[src/rtl/tdmh_pkg.sv]
package tdmh_pkg;
  typedef enum logic {EDGE_FALL = 1'b0, EDGE_RISE = 1'b1} edge_e;

  // frame length in bit periods for a rate code; codes above 2 clamp to 2
  function automatic int unsigned frame_bits(input logic [1:0] rate, input int unsigned act_bits);
    case (rate)
      2'd0:    return act_bits;
      2'd1:    return act_bits << 1;
      default: return act_bits << 2;
    endcase
  endfunction
endpackage

[src/rtl/tdmh_sync.sv]
module tdmh_sync #(
  parameter int W      = 1,
  parameter int STAGES = 2
) (
  input  logic         clk,
  input  logic         rst_n,
  input  logic [W-1:0] d,
  output logic [W-1:0] q
);
  logic [W-1:0] st [STAGES];

  generate
    for (genvar i = 0; i < STAGES; i++) begin : g_stage
      if (i == 0) begin : g_first
        always_ff @(posedge clk or negedge rst_n)
          if (!rst_n) st[0] <= '0;
          else        st[0] <= d;
      end else begin : g_next
        always_ff @(posedge clk or negedge rst_n)
          if (!rst_n) st[i] <= '0;
          else        st[i] <= st[i-1];
      end
    end
  endgenerate

  assign q = st[STAGES-1];
endmodule

[src/rtl/tdmh_slot_timer.sv]
module tdmh_slot_timer #(
  parameter int NSLOT     = 32,
  parameter int SLOT_BITS = 8,
  parameter int OFS_W     = 8
) (
  input  logic                       clk,
  input  logic                       rst_n,
  input  logic                       ev,
  input  logic                       fs,
  input  logic [1:0]                 rate,
  input  logic [OFS_W-1:0]           offset,
  output logic                       tick,
  output logic                       active,
  output logic [$clog2(NSLOT)-1:0]   slot,
  output logic [$clog2(SLOT_BITS)-1:0] bitn,
  output logic                       align_err
);
  localparam int ACT   = NSLOT * SLOT_BITS;
  localparam int CNT_W = $clog2(ACT) + 3;
  localparam int SB_W  = $clog2(SLOT_BITS);
  localparam int SL_W  = $clog2(NSLOT);

  logic [CNT_W-1:0] cnt, flen, pos, pos_inc, rel, ofs;
  logic             synced, live;

  always_comb begin
    flen    = CNT_W'(tdmh_pkg::frame_bits(rate, ACT));
    ofs     = CNT_W'(offset);
    pos     = fs ? '0 : cnt;
    pos_inc = pos + 1'b1;
    rel     = (pos >= ofs) ? (pos - ofs) : (pos + flen - ofs);
    live    = synced | fs;
    tick    = ev & live;
    active  = live & (rel < CNT_W'(ACT));
    slot    = rel[SB_W +: SL_W];
    bitn    = rel[SB_W-1:0];
  end

  always_ff @(posedge clk or negedge rst_n) begin
    if (!rst_n) begin
      cnt       <= '0;
      synced    <= 1'b0;
      align_err <= 1'b0;
    end else if (ev) begin
      cnt <= (pos_inc == flen) ? '0 : pos_inc;
      if (fs) begin
        synced <= 1'b1;
        if (synced && cnt != '0) align_err <= 1'b1;
      end
    end
  end
endmodule

[src/rtl/tdmh_tx_lane.sv]
module tdmh_tx_lane #(
  parameter int NSLOT     = 32,
  parameter int SLOT_BITS = 8,
  parameter logic [SLOT_BITS-1:0] FILL = '1
) (
  input  logic                         clk,
  input  logic                         rst_n,
  input  logic                         tick,
  input  logic                         active,
  input  logic [$clog2(NSLOT)-1:0]     slot,
  input  logic [$clog2(SLOT_BITS)-1:0] bitn,
  input  logic [NSLOT-1:0]             lane_sel,
  input  logic [NSLOT-1:0]             hiz,
  input  logic                         s_valid,
  output logic                         s_ready,
  input  logic [SLOT_BITS-1:0]         s_data,
  output logic [$clog2(NSLOT)-1:0]     s_slot,
  output logic                         a_d,
  output logic                         a_oe,
  output logic                         b_d,
  output logic                         b_oe
);
  logic [SLOT_BITS-1:0] hold, sh, cur;
  logic                 full, load, drive;

  always_comb begin
    load    = tick & active & (bitn == '0);
    s_ready = ~full & ~load;
    cur     = load ? (full ? hold : FILL) : sh;
    drive   = active & ~hiz[slot];
  end

  always_ff @(posedge clk or negedge rst_n) begin
    if (!rst_n) begin
      hold   <= '0;
      full   <= 1'b0;
      sh     <= '0;
      s_slot <= '0;
      a_d    <= 1'b1;
      b_d    <= 1'b1;
      a_oe   <= 1'b0;
      b_oe   <= 1'b0;
    end else begin
      if (s_valid && s_ready) begin
        hold <= s_data;
        full <= 1'b1;
      end
      if (load) begin
        full   <= 1'b0;
        s_slot <= slot + 1'b1;
      end
      if (tick) begin
        if (active) begin
          a_d  <= cur[SLOT_BITS-1];
          b_d  <= cur[SLOT_BITS-1];
          sh   <= {cur[SLOT_BITS-2:0], 1'b0};
          a_oe <= drive & ~lane_sel[slot];
          b_oe <= drive &  lane_sel[slot];
        end else begin
          a_oe <= 1'b0;
          b_oe <= 1'b0;
        end
      end
    end
  end
endmodule

[src/rtl/tdmh_rx_lane.sv]
module tdmh_rx_lane #(
  parameter int NSLOT     = 32,
  parameter int SLOT_BITS = 8
) (
  input  logic                         clk,
  input  logic                         rst_n,
  input  logic                         tick,
  input  logic                         active,
  input  logic [$clog2(NSLOT)-1:0]     slot,
  input  logic [$clog2(SLOT_BITS)-1:0] bitn,
  input  logic                         din_a,
  input  logic                         din_b,
  input  logic [NSLOT-1:0]             lane_sel,
  input  logic [NSLOT-1:0]             idle,
  input  logic [SLOT_BITS-1:0]         idle_code,
  output logic                         m_valid,
  input  logic                         m_ready,
  output logic [SLOT_BITS-1:0]         m_data,
  output logic [$clog2(NSLOT)-1:0]     m_slot
);
  localparam int SB_W = $clog2(SLOT_BITS);

  logic [SLOT_BITS-1:0] sh, nxt;
  logic                 bitv, take, last;

  always_comb begin
    bitv = lane_sel[slot] ? din_b : din_a;
    nxt  = {sh[SLOT_BITS-2:0], bitv};
    take = tick & active;
    last = (bitn == SB_W'(SLOT_BITS - 1));
  end

  always_ff @(posedge clk or negedge rst_n) begin
    if (!rst_n) begin
      sh      <= '0;
      m_valid <= 1'b0;
      m_data  <= '0;
      m_slot  <= '0;
    end else begin
      if (take) sh <= nxt;
      if (take && last) begin
        m_valid <= 1'b1;
        m_data  <= idle[slot] ? idle_code : nxt;
        m_slot  <= slot;
      end else if (m_valid && m_ready) begin
        m_valid <= 1'b0;
      end
    end
  end
endmodule

[src/rtl/tdm_highway_port.sv]
module tdm_highway_port #(
  parameter int NSLOT       = 32,
  parameter int SLOT_BITS   = 8,
  parameter int OFS_W       = 8,
  parameter int SYNC_STAGES = 2
) (
  input  logic                         clk,
  input  logic                         rst_n,
  input  logic                         hw_clk,
  input  logic                         tx_fs,
  input  logic                         rx_fs,
  input  logic [1:0]                   tx_rate,
  input  logic [1:0]                   rx_rate,
  input  logic                         tx_edge,
  input  logic                         rx_edge,
  input  logic [OFS_W-1:0]             tx_offset,
  input  logic [OFS_W-1:0]             rx_offset,
  input  logic [NSLOT-1:0]             tx_lane_sel,
  input  logic [NSLOT-1:0]             tx_hiz,
  input  logic [NSLOT-1:0]             rx_lane_sel,
  input  logic [NSLOT-1:0]             rx_idle,
  input  logic [SLOT_BITS-1:0]         idle_code,
  input  logic                         s_tx_valid,
  output logic                         s_tx_ready,
  input  logic [SLOT_BITS-1:0]         s_tx_data,
  output logic [$clog2(NSLOT)-1:0]     s_tx_slot,
  output logic                         tx_a_d,
  output logic                         tx_a_oe,
  output logic                         tx_b_d,
  output logic                         tx_b_oe,
  input  logic                         rx_a,
  input  logic                         rx_b,
  output logic                         m_rx_valid,
  input  logic                         m_rx_ready,
  output logic [SLOT_BITS-1:0]         m_rx_data,
  output logic [$clog2(NSLOT)-1:0]     m_rx_slot,
  output logic                         tx_align_err,
  output logic                         rx_align_err
);
  import tdmh_pkg::*;

  localparam int SL_W = $clog2(NSLOT);
  localparam int SB_W = $clog2(SLOT_BITS);

  logic [4:0] pins_s;
  logic       hclk_d, rise, fall, tx_ev, rx_ev;

  tdmh_sync #(.W(5), .STAGES(SYNC_STAGES)) u_sync (
    .clk(clk), .rst_n(rst_n),
    .d({rx_b, rx_a, rx_fs, tx_fs, hw_clk}),
    .q(pins_s)
  );

  always_ff @(posedge clk or negedge rst_n)
    if (!rst_n) hclk_d <= 1'b0;
    else        hclk_d <= pins_s[0];

  always_comb begin
    rise  = pins_s[0] & ~hclk_d;
    fall  = ~pins_s[0] & hclk_d;
    tx_ev = (edge_e'(tx_edge) == EDGE_RISE) ? rise : fall;
    rx_ev = (edge_e'(rx_edge) == EDGE_RISE) ? rise : fall;
  end

  logic            tx_tick, tx_act, rx_tick, rx_act;
  logic [SL_W-1:0] tx_slot_i, rx_slot_i;
  logic [SB_W-1:0] tx_bit_i, rx_bit_i;

  tdmh_slot_timer #(.NSLOT(NSLOT), .SLOT_BITS(SLOT_BITS), .OFS_W(OFS_W)) u_tx_tmr (
    .clk(clk), .rst_n(rst_n), .ev(tx_ev), .fs(pins_s[1]),
    .rate(tx_rate), .offset(tx_offset),
    .tick(tx_tick), .active(tx_act), .slot(tx_slot_i), .bitn(tx_bit_i),
    .align_err(tx_align_err)
  );

  tdmh_slot_timer #(.NSLOT(NSLOT), .SLOT_BITS(SLOT_BITS), .OFS_W(OFS_W)) u_rx_tmr (
    .clk(clk), .rst_n(rst_n), .ev(rx_ev), .fs(pins_s[2]),
    .rate(rx_rate), .offset(rx_offset),
    .tick(rx_tick), .active(rx_act), .slot(rx_slot_i), .bitn(rx_bit_i),
    .align_err(rx_align_err)
  );

  tdmh_tx_lane #(.NSLOT(NSLOT), .SLOT_BITS(SLOT_BITS)) u_tx (
    .clk(clk), .rst_n(rst_n),
    .tick(tx_tick), .active(tx_act), .slot(tx_slot_i), .bitn(tx_bit_i),
    .lane_sel(tx_lane_sel), .hiz(tx_hiz),
    .s_valid(s_tx_valid), .s_ready(s_tx_ready), .s_data(s_tx_data), .s_slot(s_tx_slot),
    .a_d(tx_a_d), .a_oe(tx_a_oe), .b_d(tx_b_d), .b_oe(tx_b_oe)
  );

  tdmh_rx_lane #(.NSLOT(NSLOT), .SLOT_BITS(SLOT_BITS)) u_rx (
    .clk(clk), .rst_n(rst_n),
    .tick(rx_tick), .active(rx_act), .slot(rx_slot_i), .bitn(rx_bit_i),
    .din_a(pins_s[3]), .din_b(pins_s[4]),
    .lane_sel(rx_lane_sel), .idle(rx_idle), .idle_code(idle_code),
    .m_valid(m_rx_valid), .m_ready(m_rx_ready), .m_data(m_rx_data), .m_slot(m_rx_slot)
  );
endmodule

[config.mk]
export PLATFORM = sky130hd
export DESIGN_NAME = tdm_highway_port
export DESIGN_NICKNAME = d
export VERILOG_FILES = /design/src/rtl/tdmh_pkg.sv /design/src/rtl/tdmh_sync.sv /design/src/rtl/tdmh_slot_timer.sv /design/src/rtl/tdmh_tx_lane.sv /design/src/rtl/tdmh_rx_lane.sv /design/src/rtl/tdm_highway_port.sv
export SDC_FILE = /design/constraint.sdc
export NUM_CORES = 1
export LEC_CHECK = 0
export ABC_AREA = 1
export BUFFER_PORTS_ARGS = -buffer_cell sky130_fd_sc_hd__buf_4
export CORE_AREA = 2 2 154 171
export DETAILED_ROUTE_END_ITERATION = 8
export DIE_AREA = 0 0 156 173
export SYNTH_ARGS = -nofsm -noshare
export SYNTH_HDL_FRONTEND = slang
export SYNTH_SLANG_ARGS = --single-unit
export TNS_END_PERCENT = 5
[constraint.sdc]
create_clock -name clk -period 3.95 [get_ports clk]
set_clock_uncertainty 0.05 [all_clocks]
set_input_delay 0.395 -clock clk [delete_from_list [all_inputs] [get_ports clk]]
set_output_delay 0.395 -clock clk [all_outputs]
set_load 0.01 [all_outputs]
Yosys cells after proc, flatten, opt, wreduce, memory -nomap -nowiden
Cells that the tools add are included.
{"block": "word_totals", "regBits": 82, "wordCells": 106}
{"block": "op_classes", "addsub": 9, "n_lt_le_gt_ge": 6, "n_eq_ne": 5, "n_mux": 28, "bitwise_logic": 21, "n_reduce_logical": 17}
{"op": "11-bit 2-to-1 mux", "n": 6}
{"op": "11-bit case mux with 2 select lines", "n": 2}
{"op": "11-bit by 8-bit subtractor with 11-bit output", "n": 4}
{"op": "8-bit 2-to-1 mux", "n": 3}
{"op": "11-bit by 1-bit adder with 11-bit output, second input constant", "n": 2}
{"op": "11-bit adder", "n": 2}
{"op": "11-bit equality test", "n": 2}
{"op": "11-bit by 8-bit greater-or-equal comparator with 1-bit output", "n": 2}
{"op": "11-bit by 9-bit < comparator with 1-bit output, second input constant", "n": 2}
{"op": "11-bit nonzero test", "n": 2}
{"op": "1-bit binary-select mux with 5-bit select", "n": 4}
{"op": "1-bit bitwise AND", "n": 13}
{"op": "1-bit 2-to-1 mux", "n": 13}
{"op": "5-bit by 6-bit < comparator with 1-bit output, second input constant", "n": 2}
{"op": "1-bit NOT", "n": 6}
{"op": "2-bit AND reduction", "n": 3}
{"op": "3-bit AND reduction", "n": 2}
{"op": "5-bit by 1-bit adder with 5-bit output, second input constant", "n": 1}
{"op": "1-bit logical AND", "n": 5}
{"op": "2-bit by 1-bit equality test with 1-bit output, second input constant", "n": 2}
{"op": "2-bit logical NOT", "n": 2}
{"op": "2-bit nonzero test", "n": 2}
{"op": "3-bit equality test, second input constant", "n": 1}
{"op": "3-bit logical NOT", "n": 1}
{"op": "1-bit OR", "n": 2}

Longest topological paths before layout
Gate-level depths: netlist (run 1).
{"block": "logic_depth", "depth_word": 14, "ltp_mapped": 27, "ltp_nobuf": 27}

Cells and area by module
A second synthesis (run 1) with hierarchy kept.
{"block": "unflattened", "cells_unflattened": 1232, "area_unflattened_um2": 8122.8}
{"mod": "tdmh_slot_timer at u_rx_tmr", "instances": 1, "cells_per_inst": 327, "area_each_um2": 2195.9, "seq_area_each_um2": 325.3}
{"mod": "tdmh_slot_timer at u_tx_tmr", "instances": 1, "cells_per_inst": 330, "area_each_um2": 2184.6, "seq_area_each_um2": 325.3}
{"mod": "tdmh_tx_lane", "instances": 1, "cells_per_inst": 293, "area_each_um2": 1821.7, "seq_area_each_um2": 601.8}
{"mod": "tdmh_rx_lane", "instances": 1, "cells_per_inst": 256, "area_each_um2": 1565.3, "seq_area_each_um2": 525.5}
{"mod": "tdmh_sync", "instances": 1, "cells_per_inst": 15, "area_each_um2": 287.8, "seq_area_each_um2": 250.2}
{"mod": "tdm_highway_port", "instances": 1, "cells_per_inst": 11, "area_each_um2": 67.6, "seq_area_each_um2": 25.0}

Worst setup path before layout (run 1)
Ideal clock, no wire load.
{"block": "synth_timing", "path_kind": "reg-to-reg", "from": "register u_sync.st (netlist bit u_sync.q[2])", "to": "register u_rx.m_data[0]", "setup_time_ns": 0.117, "arrival_ns": 3.217, "t_required_ns": 3.783, "setup_slack_ns": 0.567, "stages_incl_launch_ff": 20, "n_path_buf": 2, "synth_period_minus_slack_ns": 3.383, "path_cell_list": "dfrtp_1 > buf_4 > nor2_1 > ha_1 > ha_1 > fa_1 > a21oi_1 > o21ai_0 > or2_2 > nand3_1 > o21ai_2 > inv_2 > nand3_1 > nand3_1 > nand3_1 > nand2_2 > buf_6 > a21oi_1 > nand2_1 > nand2_1"}
{"block": "synth_between", "elab_chain_len": 8, "elab_cells_between_ends": 19, "classes_between": "add/sub: 3; order compare: 2; eq/ne: 1; mux: 8; bitwise: 4; reduce/logical: 1"}
{"item": "start, declared", "line": "tdmh_sync.sv:10", "source": "logic [W-1:0] st [STAGES];"}
{"item": "start signal, assigned by index", "line": "tdmh_sync.sv:21", "source": "else st[i] <= st[i-1];"}
{"item": "11-bit 2-to-1 mux", "line": "tdmh_slot_timer.sv:29", "source": "pos = fs ? '0 : cnt;"}
{"item": "11-bit adder", "line": "tdmh_slot_timer.sv:31", "source": "rel = (pos >= ofs) ? (pos - ofs) : (pos + flen - ofs);"}
{"item": "11-bit by 8-bit subtractor with 11-bit output", "line": "tdmh_slot_timer.sv:31"}
{"item": "11-bit 2-to-1 mux", "line": "tdmh_slot_timer.sv:31"}
{"item": "11-bit by 9-bit < comparator with 1-bit output / 1-bit binary-select mux with 5-bit select (equally long branches)", "line": "tdmh_slot_timer.sv:34, tdmh_rx_lane.sv:27"}
{"item": "1-bit bitwise AND / 1-bit 2-to-1 mux (equally long branches)", "line": "tdmh_slot_timer.sv:34, tdmh_rx_lane.sv:27"}
{"item": "1-bit bitwise AND / 1-bit 2-to-1 mux (equally long branches)", "line": "tdmh_rx_lane.sv:29, tdmh_rx_lane.sv:27"}
{"item": "1-bit logical AND / 8-bit 2-to-1 mux (equally long branches)", "line": "tdmh_rx_lane.sv:41, tdmh_rx_lane.sv:43"}
{"item": "end signal, assigned", "line": "tdmh_rx_lane.sv:43", "source": "m_data <= idle[slot] ? idle_code : nxt;"}
{"item": "end, declared", "line": "tdmh_rx_lane.sv:18", "source": "output logic [SLOT_BITS-1:0] m_data,"}
Several ways; a longest one is shown, not always the timed one. The select of a mux whose other input is x is not followed.
A chain may end at the register's enable or synchronous reset.

Worst setup path after layout (run 1)
{"block": "layout_timing", "from": "register u_sync.st (netlist bit u_sync.q[1])", "to": "output port s_tx_ready"}
{"block": "layout_between", "elab_chain_len": 10, "elab_cells_between_ends": 15, "classes_between": "add/sub: 3; order compare: 2; mux: 2; bitwise: 7; reduce/logical: 1"}
{"item": "11-bit 2-to-1 mux", "line": "tdmh_slot_timer.sv:29"}
{"item": "11-bit adder", "line": "tdmh_slot_timer.sv:31"}
{"item": "11-bit by 8-bit subtractor with 11-bit output", "line": "tdmh_slot_timer.sv:31"}
{"item": "11-bit 2-to-1 mux", "line": "tdmh_slot_timer.sv:31"}
{"item": "11-bit by 9-bit < comparator with 1-bit output", "line": "tdmh_slot_timer.sv:34", "source": "active = live & (rel < CNT_W'(ACT));"}
{"item": "1-bit bitwise AND", "line": "tdmh_slot_timer.sv:34"}
{"item": "1-bit bitwise AND", "line": "tdmh_tx_lane.sv:27", "source": "load = tick & active & (bitn == '0);"}
{"item": "1-bit bitwise AND (*)", "line": "tdmh_tx_lane.sv:27"}
{"item": "1-bit NOT (*)", "line": "tdmh_tx_lane.sv:28", "source": "s_ready = ~full & ~load;"}
{"item": "1-bit bitwise AND (*)", "line": "tdmh_tx_lane.sv:28"}
{"item": "end, declared", "line": "tdm_highway_port.sv:24", "source": "output logic s_tx_ready,"}
Every way passes the cells marked *; elsewhere a longest branch is shown, timed or not.

==> results of run 1 <==
## cell families (layout without fill, tap and decap cells)
logic type | Yosys count | count (layout)
adders and majority gates | 45 | 45
xor gates and xnor gates | 37 | 37
and+or+nand+nor | 633 | 633
DFF | 82 | 82
AOI/OAI and AO/OA | 135 | 135
buffers and inverters | 230 | 433
## critical path, cell delays in order, from the launching register on
cell and delay (ns):
dfrtp_2 0.45, buf_4 0.16, nor2_1 0.11, buf_4 0.16, nand2_2 0.08, nand2_1 0.09, inv_1 0.05, ha_1 0.23
ha_1 0.19, inv_1 0.07, nand2_1 0.05, nand2_1 0.08, nand3_1 0.09, nand2_1 0.11, o221ai_1 0.15, xnor2_1 0.16
nand3_1 0.12, nand2_2 0.12, nand3_4 0.14, nand2_1 0.11, inv_1 0.04, buf_4 0.14
## repair_timing
item / CTS / global route
resized for setup: 1 / 7
pin swaps: 0 / 1
endpoints found under the hold margin: 0 / 0
setup endpoints to repair: 1 / 6
setup buffers: 0 / 3
## cell usage after synthesis, types with 3 or more instances
cell type	count	area, um^2
nor3_1	5	25.0
a31oi_1	3	18.8
nor4_1	5	31.3
nand3_2	3	30.0
nand3b_1	3	22.5
buf_4	8	60.1
inv_2	9	33.8
nor2_2	3	18.8
nor2_1	65	244
dfrtp_1	81	2030
ha_1	35	438
nand4_1	13	81.3
o21ai_0	70	350
nand2_1	343	1290
o21bai_1	3	22.5
buf_6	6	67.6
or2_2	5	31.3
inv_1	190	713
nand2_2	13	81.3
a21oi_1	24	120
xor2_1	27	236
xnor2_1	10	87.6
fa_1	10	200
a21oi_2	4	35.0
o21ai_1	19	95.1
buf_2	11	55.1
nand3_1	172	861
clkbuf_1	5	18.8
## power breakdown
part           leakage, uW  internal [uW]  switching (uW)
sequential         0.00104            989            79.7
clock             0.000134            434             362
combinational      0.00410            629             907
total              0.00527           2050            1350
## state kept, by name, indices dropped and copies added (netlist names), 5 cells and up
name	cells
u_rx.sh	7
u_tx.s_slot	5
u_tx.sh	7
u_tx_tmr.cnt	11
u_rx.m_data	8
u_sync.st	5
u_tx.hold	8
u_rx_tmr.cnt	11
u_sync.q	5
u_rx.m_slot	5
## per-stage QoR
step | total power, uW | setup WS [ns] | instances | cell area (um^2)
2_1_floorplan | 2160 | 0.567 | 1162 | 7460
3_3_place_gp | 2610 | 0.380 | 1661 | 9260
3_5_place_dp | 2620 | 0.314 | 1661 | 9260
4_1_cts | 3440 | 0.0824 | 1677 | 9540
5_1_grt | 3720 | -0.0241 | 1680 | 9600
6_report | 3400 | 0.254 | 1680 | 9600
## worst max path at each step
stage	cells after the start	slack, ns	to
detailed placement	20	0.31	u_rx.m_data[5]$_DFFE_PN0P_
global route	21	-0.02	s_tx_ready
global placement	20	0.38	u_rx.m_data[0]$_DFFE_PN0P_
CTS	20	0.08	s_tx_ready
finish	21	0.25	s_tx_ready
floorplan	19	0.57	u_rx.m_data[0]$_DFFE_PN0P_
## final cells by class
type	instances	area (um^2)	area share, %
Tap cell	315	394	4.11
Clock inverter	6	47.5	0.495
Clock buffer	10	229	2.39
Timing Repair Buffer	218	1640	17.1
Multi-Input combinational cell	850	4490	46.8
Sequential cell	82	2050	21.4
Inverter	199	747	7.78
## per-layer routing
metal	vias up	track usage [%]	part of all wire, %
li1	4080	-	-
met1	3486	19.5	44
met2	172	27.7	50
met3	26	2.76	4.5
met4	0	3.44	1.5
met5	-	0	0
==> reports/metrics.yaml, run 1 <==
overflow: 0
start_util_pct: 29.7
cts.sink_count: 82
clk_pin_slew_worst_paths_ns: 0.06
maxCapViolCount: 0
required_ns: 3.50
yosys.area_share.simple_pct: 36.8
nets: 1580
cellLeakagePower_uw: 0.00527
cts_tree: "built"
final_common_cell: "nand2_1"
io_pins: 201
syn_area_mm2: 0.00746
std_cell_rows: 61
synth_edf_count: 0
synth_nets: 1382
ys_seq_elements: 82
postCtsHoldBufs: 0
final_util_pct: 38.2
start_kind: "register"
grt_pass1_wl_mm: 34.7
powerDensity_mw_per_mm2: 354
port_buffers: 200
reg2reg_slack_ns: 0.35
grtUsageTotal_pct: 15.6
vias_per_cell: 4.62
min_period_over_period_pct: 93.6
setup_viol: 0
dp.final_hpwl_mm: 17.2
n_antenna_cell: 0
slew_headroom_pct: 50.3
grt_max_degree: 55
synth_xor_area_share_pct: 4.35
grt_pass1_vias: 7465
wl_per_cell_um: 12.6
ys_types: 40
synth_compound_area_share_pct: 9.98
first_iter_violations: 394
drc: 0
worstPathArrival_ns: 3.25
drv_slew: 0
rr_worst_depth: 19
outcome: "finished, final reports clean"
fp.coreArea_mm2: 0.0251
antenna_found_initial: 0
most-common-layout-cells: "342 x nand2_1, 218 x buf_4, 190 x inv_1"
place.gp.congestion: 0.849
clk_path_buf_depth: 2
peakVddDrop_v: 0.000174
die_w_um: 156
fin_worst_hold_slack_ns: 0.0698
synthAdderAreaFrac_pct: 8.56
vias: 7764
cp-startpoint: "u_sync.q[1]$_DFF_PN0_"
ys.flop_type: "dfrtp_1"
cp_max_fo: 13
clkLatencyLatePin_ns: 0.34
clockRootBuffer: "clkbuf_16"
synth_async_sr_flop_share_pct: 100
die_h_um: 173
rr_startpoint: "u_sync.q[2]$_DFF_PN0_"
n_fill_cell: 2709
syn_avg_cell_area_um2: 6.42
drt.antenna.violating_nets: 0
hp-class: "primary input to asynchronous set/reset pin"
cp-end-kind: "primary output"
syn2layout_area_growth_pct: 28.7
drtPass1Iterations: 5
post-route-min-period_ns: 3.70
cts_buffers: 9
drive_gt1_share_pct: 20.7
worst_pin_slew_ns: 0.746
reg2reg_to: "u_rx.m_data[7]$_DFFE_PN0P_"
synthMuxAreaShare_pct: 0
critPathKind: "register to primary output"
max_freq_ghz: 0.271
postSynthCellCount: 1162
final_hold_viol_count: 0
tns_ns: 0
rsz0062_at_grt: "yes"
wirelength_mm: 21.2
ys_warn_count: 0
h-tree-depth: 3
synth-seq-area-share_pct: 27.5
synth_top_family_by_area: "simple AND/OR/NAND/NOR gates"
die-area_mm2: 0.0270
Power figures use the tool's default switching activity.
==> run 2: changes to the inputs <==
==> constraint.sdc (replaced) <==
create_clock -name clk -period 3.9 [get_ports clk]
set_clock_uncertainty 0.05 [all_clocks]
set_input_delay 0.975 -clock clk [delete_from_list [all_inputs] [get_ports clk]]
set_output_delay 0.975 -clock clk [all_outputs]
set_load 0.005 [all_outputs]
==> run 2 against run 1 <==
  * The run now ends with setup timing left
  * Die area unchanged
  * Sequential share of layout area decreased by 2.7 points
  * Design area rose by 14%
  * Cell count grew 7.8%
  * Total power up 12%
  * First-iteration DRC count rose by 31%
  * Worst setup slack lost 0.36 ns
  * Critical path depth fell by 7
  * Flip-flop and latch count unchanged
  * Sequential power barely moved
  * Via count rose by 7.7%
  * Largest power group unchanged
  * Highest routed layer unchanged
==> reports/metrics.yaml, run 2 (same netlist as run 1, synthesis figures left out) <==
start_util_pct: 29.7
wl_per_cell_um: 12.6
grt_max_degree: 58
place_ws_ns: -0.213
max_stage_delay_ns: 0.57
die_h_um: 173
multiInputGateArea_mm2: 0.00475
fp.coreArea_mm2: 0.0251
grt_pass1_vias: 8109
vias_per_cell: 4.62
cellLeakagePower_uw: 0.00596
first_iter_violations: 516
ff_latch_area_mm2: 0.00205
die-area_mm2: 0.0270
antenna_found_initial: 0
worstPathCellList: "buf_4 > nor2_4 > inv_1 > fa_1 > inv_2 > a21oi_2 > o221ai_2 > xnor2_1 > nand3_2 > nand2_2 > nand3_2 > nand2_1 > inv_2 > buf_6"
postCtsHoldBufs: 0
required_ns: 2.87
fin_cells: 1811
final_hold_viol_count: 0
clk_pin_slew_worst_paths_ns: 0.06
vias: 8361
violations: "setup timing"
reg2reg_slack_ns: -0.04
worst_path_max_delay_cell: "fa_1"
post-route-min-period_ns: 4.01
syn2layout_area_growth_pct: 47.0
grtUsageTotal_pct: 16.6
dp.cells: 1754
place.gp.congestion: 0.883
rr_worst_depth: 26
endpoint: "s_tx_ready"
slew_headroom_pct: 49.1
drv_slew: 0
io_pins: 201
min_period_over_period_pct: 103
drt.antenna.violating_nets: 0
cts.sink_count: 82
die_w_um: 156
outcome: "finished with violations"
n_fill_cell: 2610
h-tree-depth: 3
max_freq_ghz: 0.250
start_kind: "register"
cp_max_fo: 7
std_cell_rows: 61
critPathKind: "register to primary output"
worstPathArrival_ns: 2.98
reg2reg_to: "u_tx.sh[5]$_DFFE_PN0P_"
final_util_pct: 43.7
clockRootBuffer: "clkbuf_16"
hp-class: "register to register"
drc: 0
clk_path_buf_depth: 2
peakVddDrop_v: 0.000267
clkLatencyLatePin_ns: 0.34
most-common-layout-cells: "330 x nand2_1, 330 x buf_4, 175 x inv_1"
overflow: 0
p_total_uw: 3820
wirelength_mm: 22.8
rsz0062_at_grt: "yes"
n_antenna_cell: 0
cts_tree: "built"
maxCapViolCount: 0
powerDensity_mw_per_mm2: 348
dp.final_hpwl_mm: 17.7
cts_buffers: 9
cp-end-kind: "primary output"
rr_startpoint: "u_sync.q[1]$_DFF_PN0_"
port_buffers: 200
worst_slack_ns: -0.106
drtPass1Iterations: 8
fin_worst_hold_slack_ns: 0.300
worst_pin_slew_ns: 0.763
nets: 1711
drive_gt1_share_pct: 31.7
grt_pass1_wl_mm: 37.1
setup_viol: 7
reg_top3: "u_rx_tmr.cnt x11, u_tx_tmr.cnt x11"
cp-startpoint: "u_sync.q[1]$_DFF_PN0_"
run 2: cell count changes in the layout (fill, tap and decap cells not counted), sizes merged:
cell / previous run / this run
buf: 218 / 348
bufinv: 0 / 1
clkbuf: 10 / 9
nand2: 358 / 359
run 2: power breakdown:
part | internal (uW) | switching [uW] | leakage, uW | total [uW]
Combinational | 869 | 996 | 0.00478 | 1870
Clock | 506 | 365 | 0.000149 | 871
Sequential | 1000 | 79.2 | 0.00104 | 1080
run 2: layout make-up:
cell class / instances / share of cell area [%]
Sequential cell: 82 / 18.7
Inverter: 199 / 6.90
Timing Repair Buffer: 348 / 24.7
Multi-Input combinational cell: 851 / 43.3
Clock inverter: 7 / 0.730
Clock buffer: 9 / 2.05
Tap cell: 315 / 3.59
run 2: how the worst min path moves through the flow:
stage                                 from  slack (ns)                     to  depth (start not counted)
finish              u_sync.st[5]$_DFF_PN0_        0.30  u_sync.q[0]$_DFF_PN0_                          0
CTS                 u_sync.st[5]$_DFF_PN0_        0.30  u_sync.q[0]$_DFF_PN0_                          0
global route        u_sync.st[5]$_DFF_PN0_        0.31  u_sync.q[0]$_DFF_PN0_                          0
detailed placement  u_sync.st[7]$_DFF_PN0_        0.29  u_sync.q[2]$_DFF_PN0_                          0
floorplan           u_sync.st[5]$_DFF_PN0_        0.28  u_sync.q[0]$_DFF_PN0_                          0
global placement    u_sync.st[9]$_DFF_PN0_        0.28  u_sync.q[4]$_DFF_PN0_                          0
run 2: worst max-delay path, delay by kind of cell (launching register included):
family          cells  cell delay [ns]
simple gates        5             0.56
fa+ha+maj           1             0.57
flops               1             0.49
buf+inv             5             0.52
xor+xnor            1             0.20
compound gates      2             0.30
run 2: through the flow:
| step | instance area (um^2) | setup TNS (ns) |
|---|---|---|
| final | 11000 | -0.283 |
| after detailed placement | 10000 | -0.933 |
| after global routing | 11000 | -2.29 |
| after floorplan | 7490 | 0 |
| after CTS | 10700 | -0.178 |
| after global placement | 10000 | -0.302 |
run 2: repair_timing:
item / CTS / global route
gates resized for setup: 41 / 54
cloned: 1 / 1
endpoints found under the setup margin: 1 / 28
buffers inserted: 34 / 6
pin swaps: 27 / 26
run 2: metal layers:
metal	track usage [%]	share of wire [%]	vias up
li1	-	-	4343
met1	20.9	44	3821
met2	29.3	50	169
met3	2.38	4.0	28
met4	4.78	1.7	0
met5	0	0	-
==> run 3: changes to the inputs <==
--- a/config.mk
+++ b/config.mk
@@ -10,6 +10,7 @@
 export CORE_AREA = 2 2 154 171
 export DETAILED_ROUTE_END_ITERATION = 8
 export DIE_AREA = 0 0 156 173
+export SLEW_MARGIN = 20
 export SYNTH_ARGS = -nofsm -noshare
 export SYNTH_HDL_FRONTEND = slang
 export SYNTH_SLANG_ARGS = --single-unit
==> constraint.sdc (replaced) <==
create_clock -name clk -period 3.9 [get_ports clk]
set_clock_uncertainty 0.05 [all_clocks]
set_input_delay 0.975 -clock clk [delete_from_list [all_inputs] [get_ports clk]]
set_output_delay 0.975 -clock clk [all_outputs]
set_load 0.02 [all_outputs]
==> run 3 against run 2 <==
  * The run still ends with setup timing left
  * Clock power down 4.5%
  * Non-clock buffer count down 20
  * Via count down 0.61%
  * Combinational power up 2%
  * Die area unchanged
  * Largest power group unchanged
  * Total power up 0.17%
  * Highest routed layer unchanged
==> reports/metrics.yaml, run 3 (same netlist as run 1, synthesis figures left out) <==
post-route-min-period_ns: 4.00
wirelength_mm: 23.0
clk_pin_slew_worst_paths_ns: 0.06
powerDensity_mw_per_mm2: 350
std_cell_rows: 61
route.met2.wl_mm: 11.8
drtPass1Iterations: 5
maxCapViolCount: 0
place.gp.congestion: 0.843
worst_pin_slew_ns: 0.781
drive_gt1_share_pct: 31.3
slew_headroom_pct: 47.9
clockRootBuffer: "clkbuf_16"
setup_viol: 8
drv_slew: 0
final_hold_viol_count: 0
met3WireLength_um: 870
top_layer: "met4"
port_buffers: 200
first_iter_violations: 406
grt_pass1_wl_mm: 37.0
critPathKind: "primary input to primary output"
antenna_found_initial: 0
rsz0062_at_grt: "yes"
p_sw_uw: 1470
required_ns: 2.87
cp_max_fo: 3
nets: 1691
fp.coreArea_mm2: 0.0251
h-tree-depth: 3
violations: "setup timing"
n_antenna_cell: 0
swShare_pct: 38.6
die_w_um: 156
grt_pass1_vias: 8030
postCtsHoldBufs: 0
cellLeakagePower_uw: 0.00588
io_pins: 201
drc: 0
power_frac_clock_pct: 21.8
cts_buffers: 9
place_ws_ns: -0.271
final_common_cell: "nand2_1"
clk_path_buf_depth: 2
seq_power_share_pct: 28.3
clkLatencyLatePin_ns: 0.34
die_h_um: 173
m1WireLength_mm: 9.89
min_period_over_period_pct: 103
grt_max_degree: 83
overflow: 0
cts.sink_count: 82
vias: 8310
outcome: "finished with violations"
most-common-layout-cells: "326 x nand2_1, 313 x buf_4, 174 x inv_1"
reg_top3: "u_rx_tmr.cnt x11, u_tx_tmr.cnt x11"
worst_slack_ns: -0.102
die-area_mm2: 0.0270
peakVddDrop_v: 0.000170
wl_per_cell_um: 12.8
cp-end-kind: "primary output"
grtUsageTotal_pct: 16.6
drt.antenna.violating_nets: 0
comb_power_share_pct: 50.0
dp.final_hpwl_mm: 17.9
vias_per_cell: 4.64
cts_tree: "built"
syn2layout_area_growth_pct: 46.4
max_freq_ghz: 0.250
start_util_pct: 29.7
start_kind: "primary input"
worstPathArrival_ns: 2.98
p_total_uw: 3820
hp-class: "register to register"
p_int_uw: 2350
run 3: changes by cell type in the layout (fill, tap and decap cells not counted), sizes merged:
| cell | delta |
|---|---|
| buf | -20 |
| inv | -4 |
| clkbuf | +3 |
| clkinvlp | +2 |
| clkinv | -1 |
run 3: timing repair:
item,CTS,global route
cloned,0,2
buffers inserted,21,5
pin swaps,34,29
gates resized for setup,56,59
setup endpoints to repair,1,26
run 3: final cells by class:
class | count | area [um^2]
fillers | 2610 | 14200
clock inverters | 4 | 52.6
inverters | 199 | 757
well taps | 315 | 394
flip-flops and latches | 82 | 2050
repair buffers | 328 | 2560
clock buffers | 12 | 236
multi-input cells | 851 | 4860
run 3: power groups by stage:
stage	Sequential (uW)	Combinational [uW]	Clock [uW]
5_1_grt	1100	2150	900
6_report	1080	1910	832
4_1_cts	1080	1850	869
2_1_floorplan	1140	1090	0
3_5_place_dp	1100	1800	0
3_3_place_gp	1090	1790	0
run 3: stage by stage:
| step | util (%) | setup TNS, ns | cell area, um^2 | instances | hold WS, ns |
|---|---|---|---|---|---|
| after floorplan | - | 0 | 7490 | 1162 | 0.281 |
| after global placement | 39.8 | -0.666 | 9990 | 1747 | 0.283 |
| after detailed placement | 39.8 | -1.08 | 9990 | 1747 | 0.286 |
| after CTS | 42.3 | -0.199 | 10600 | 1784 | 0.299 |
| after global routing | 43.5 | -1.37 | 10900 | 1791 | 0.307 |
| final | 43.5 | -0.554 | 10900 | 1791 | 0.295 |
run 3: path summary, 6_finish.rpt:
kind                                   startpoint                          end  slack (ns)  cells after the start
hold / removal             u_sync.st[5]$_DFF_PN0_        u_sync.q[0]$_DFF_PN0_        0.29                      0
min in group asynchronous                   rst_n  u_tx_tmr.cnt[3]$_DFFE_PN0N_        0.62                      1
setup reg to reg            u_sync.q[1]$_DFF_PN0_       u_tx.sh[6]$_DFFE_PN0P_       -0.03                     28
setup / recovery                       tx_rate[1]                   s_tx_ready       -0.10                     19
hold reg to reg            u_sync.st[5]$_DFF_PN0_        u_sync.q[0]$_DFF_PN0_        0.29                      0
max in group asynchronous                   rst_n   u_rx.m_data[1]$_DFFE_PN0P_        2.63                      1
run 3: worst max-delay path, stage by stage:
cell and delay [ns]:
buf_6 0.10, buf_4 0.13, inv_2 0.07, nand2_4 0.06, ha_4 0.26, inv_2 0.04, ha_4 0.26, a21oi_4 0.15
o21ai_4 0.08, buf_6 0.11, nor2_1 0.09, nand2_1 0.07, nand2_1 0.08, nand3_2 0.08, nand2_2 0.10, nand3_4 0.07
nand2_2 0.09, inv_2 0.04, buf_6 0.12
run 3: metal layers:
metal  global-route usage (%)  vias up
li1                         -     4294
met1                     20.5     3845
met2                     29.7      140
met3                     2.83       31
met4                     4.05        0
met5                        0        -
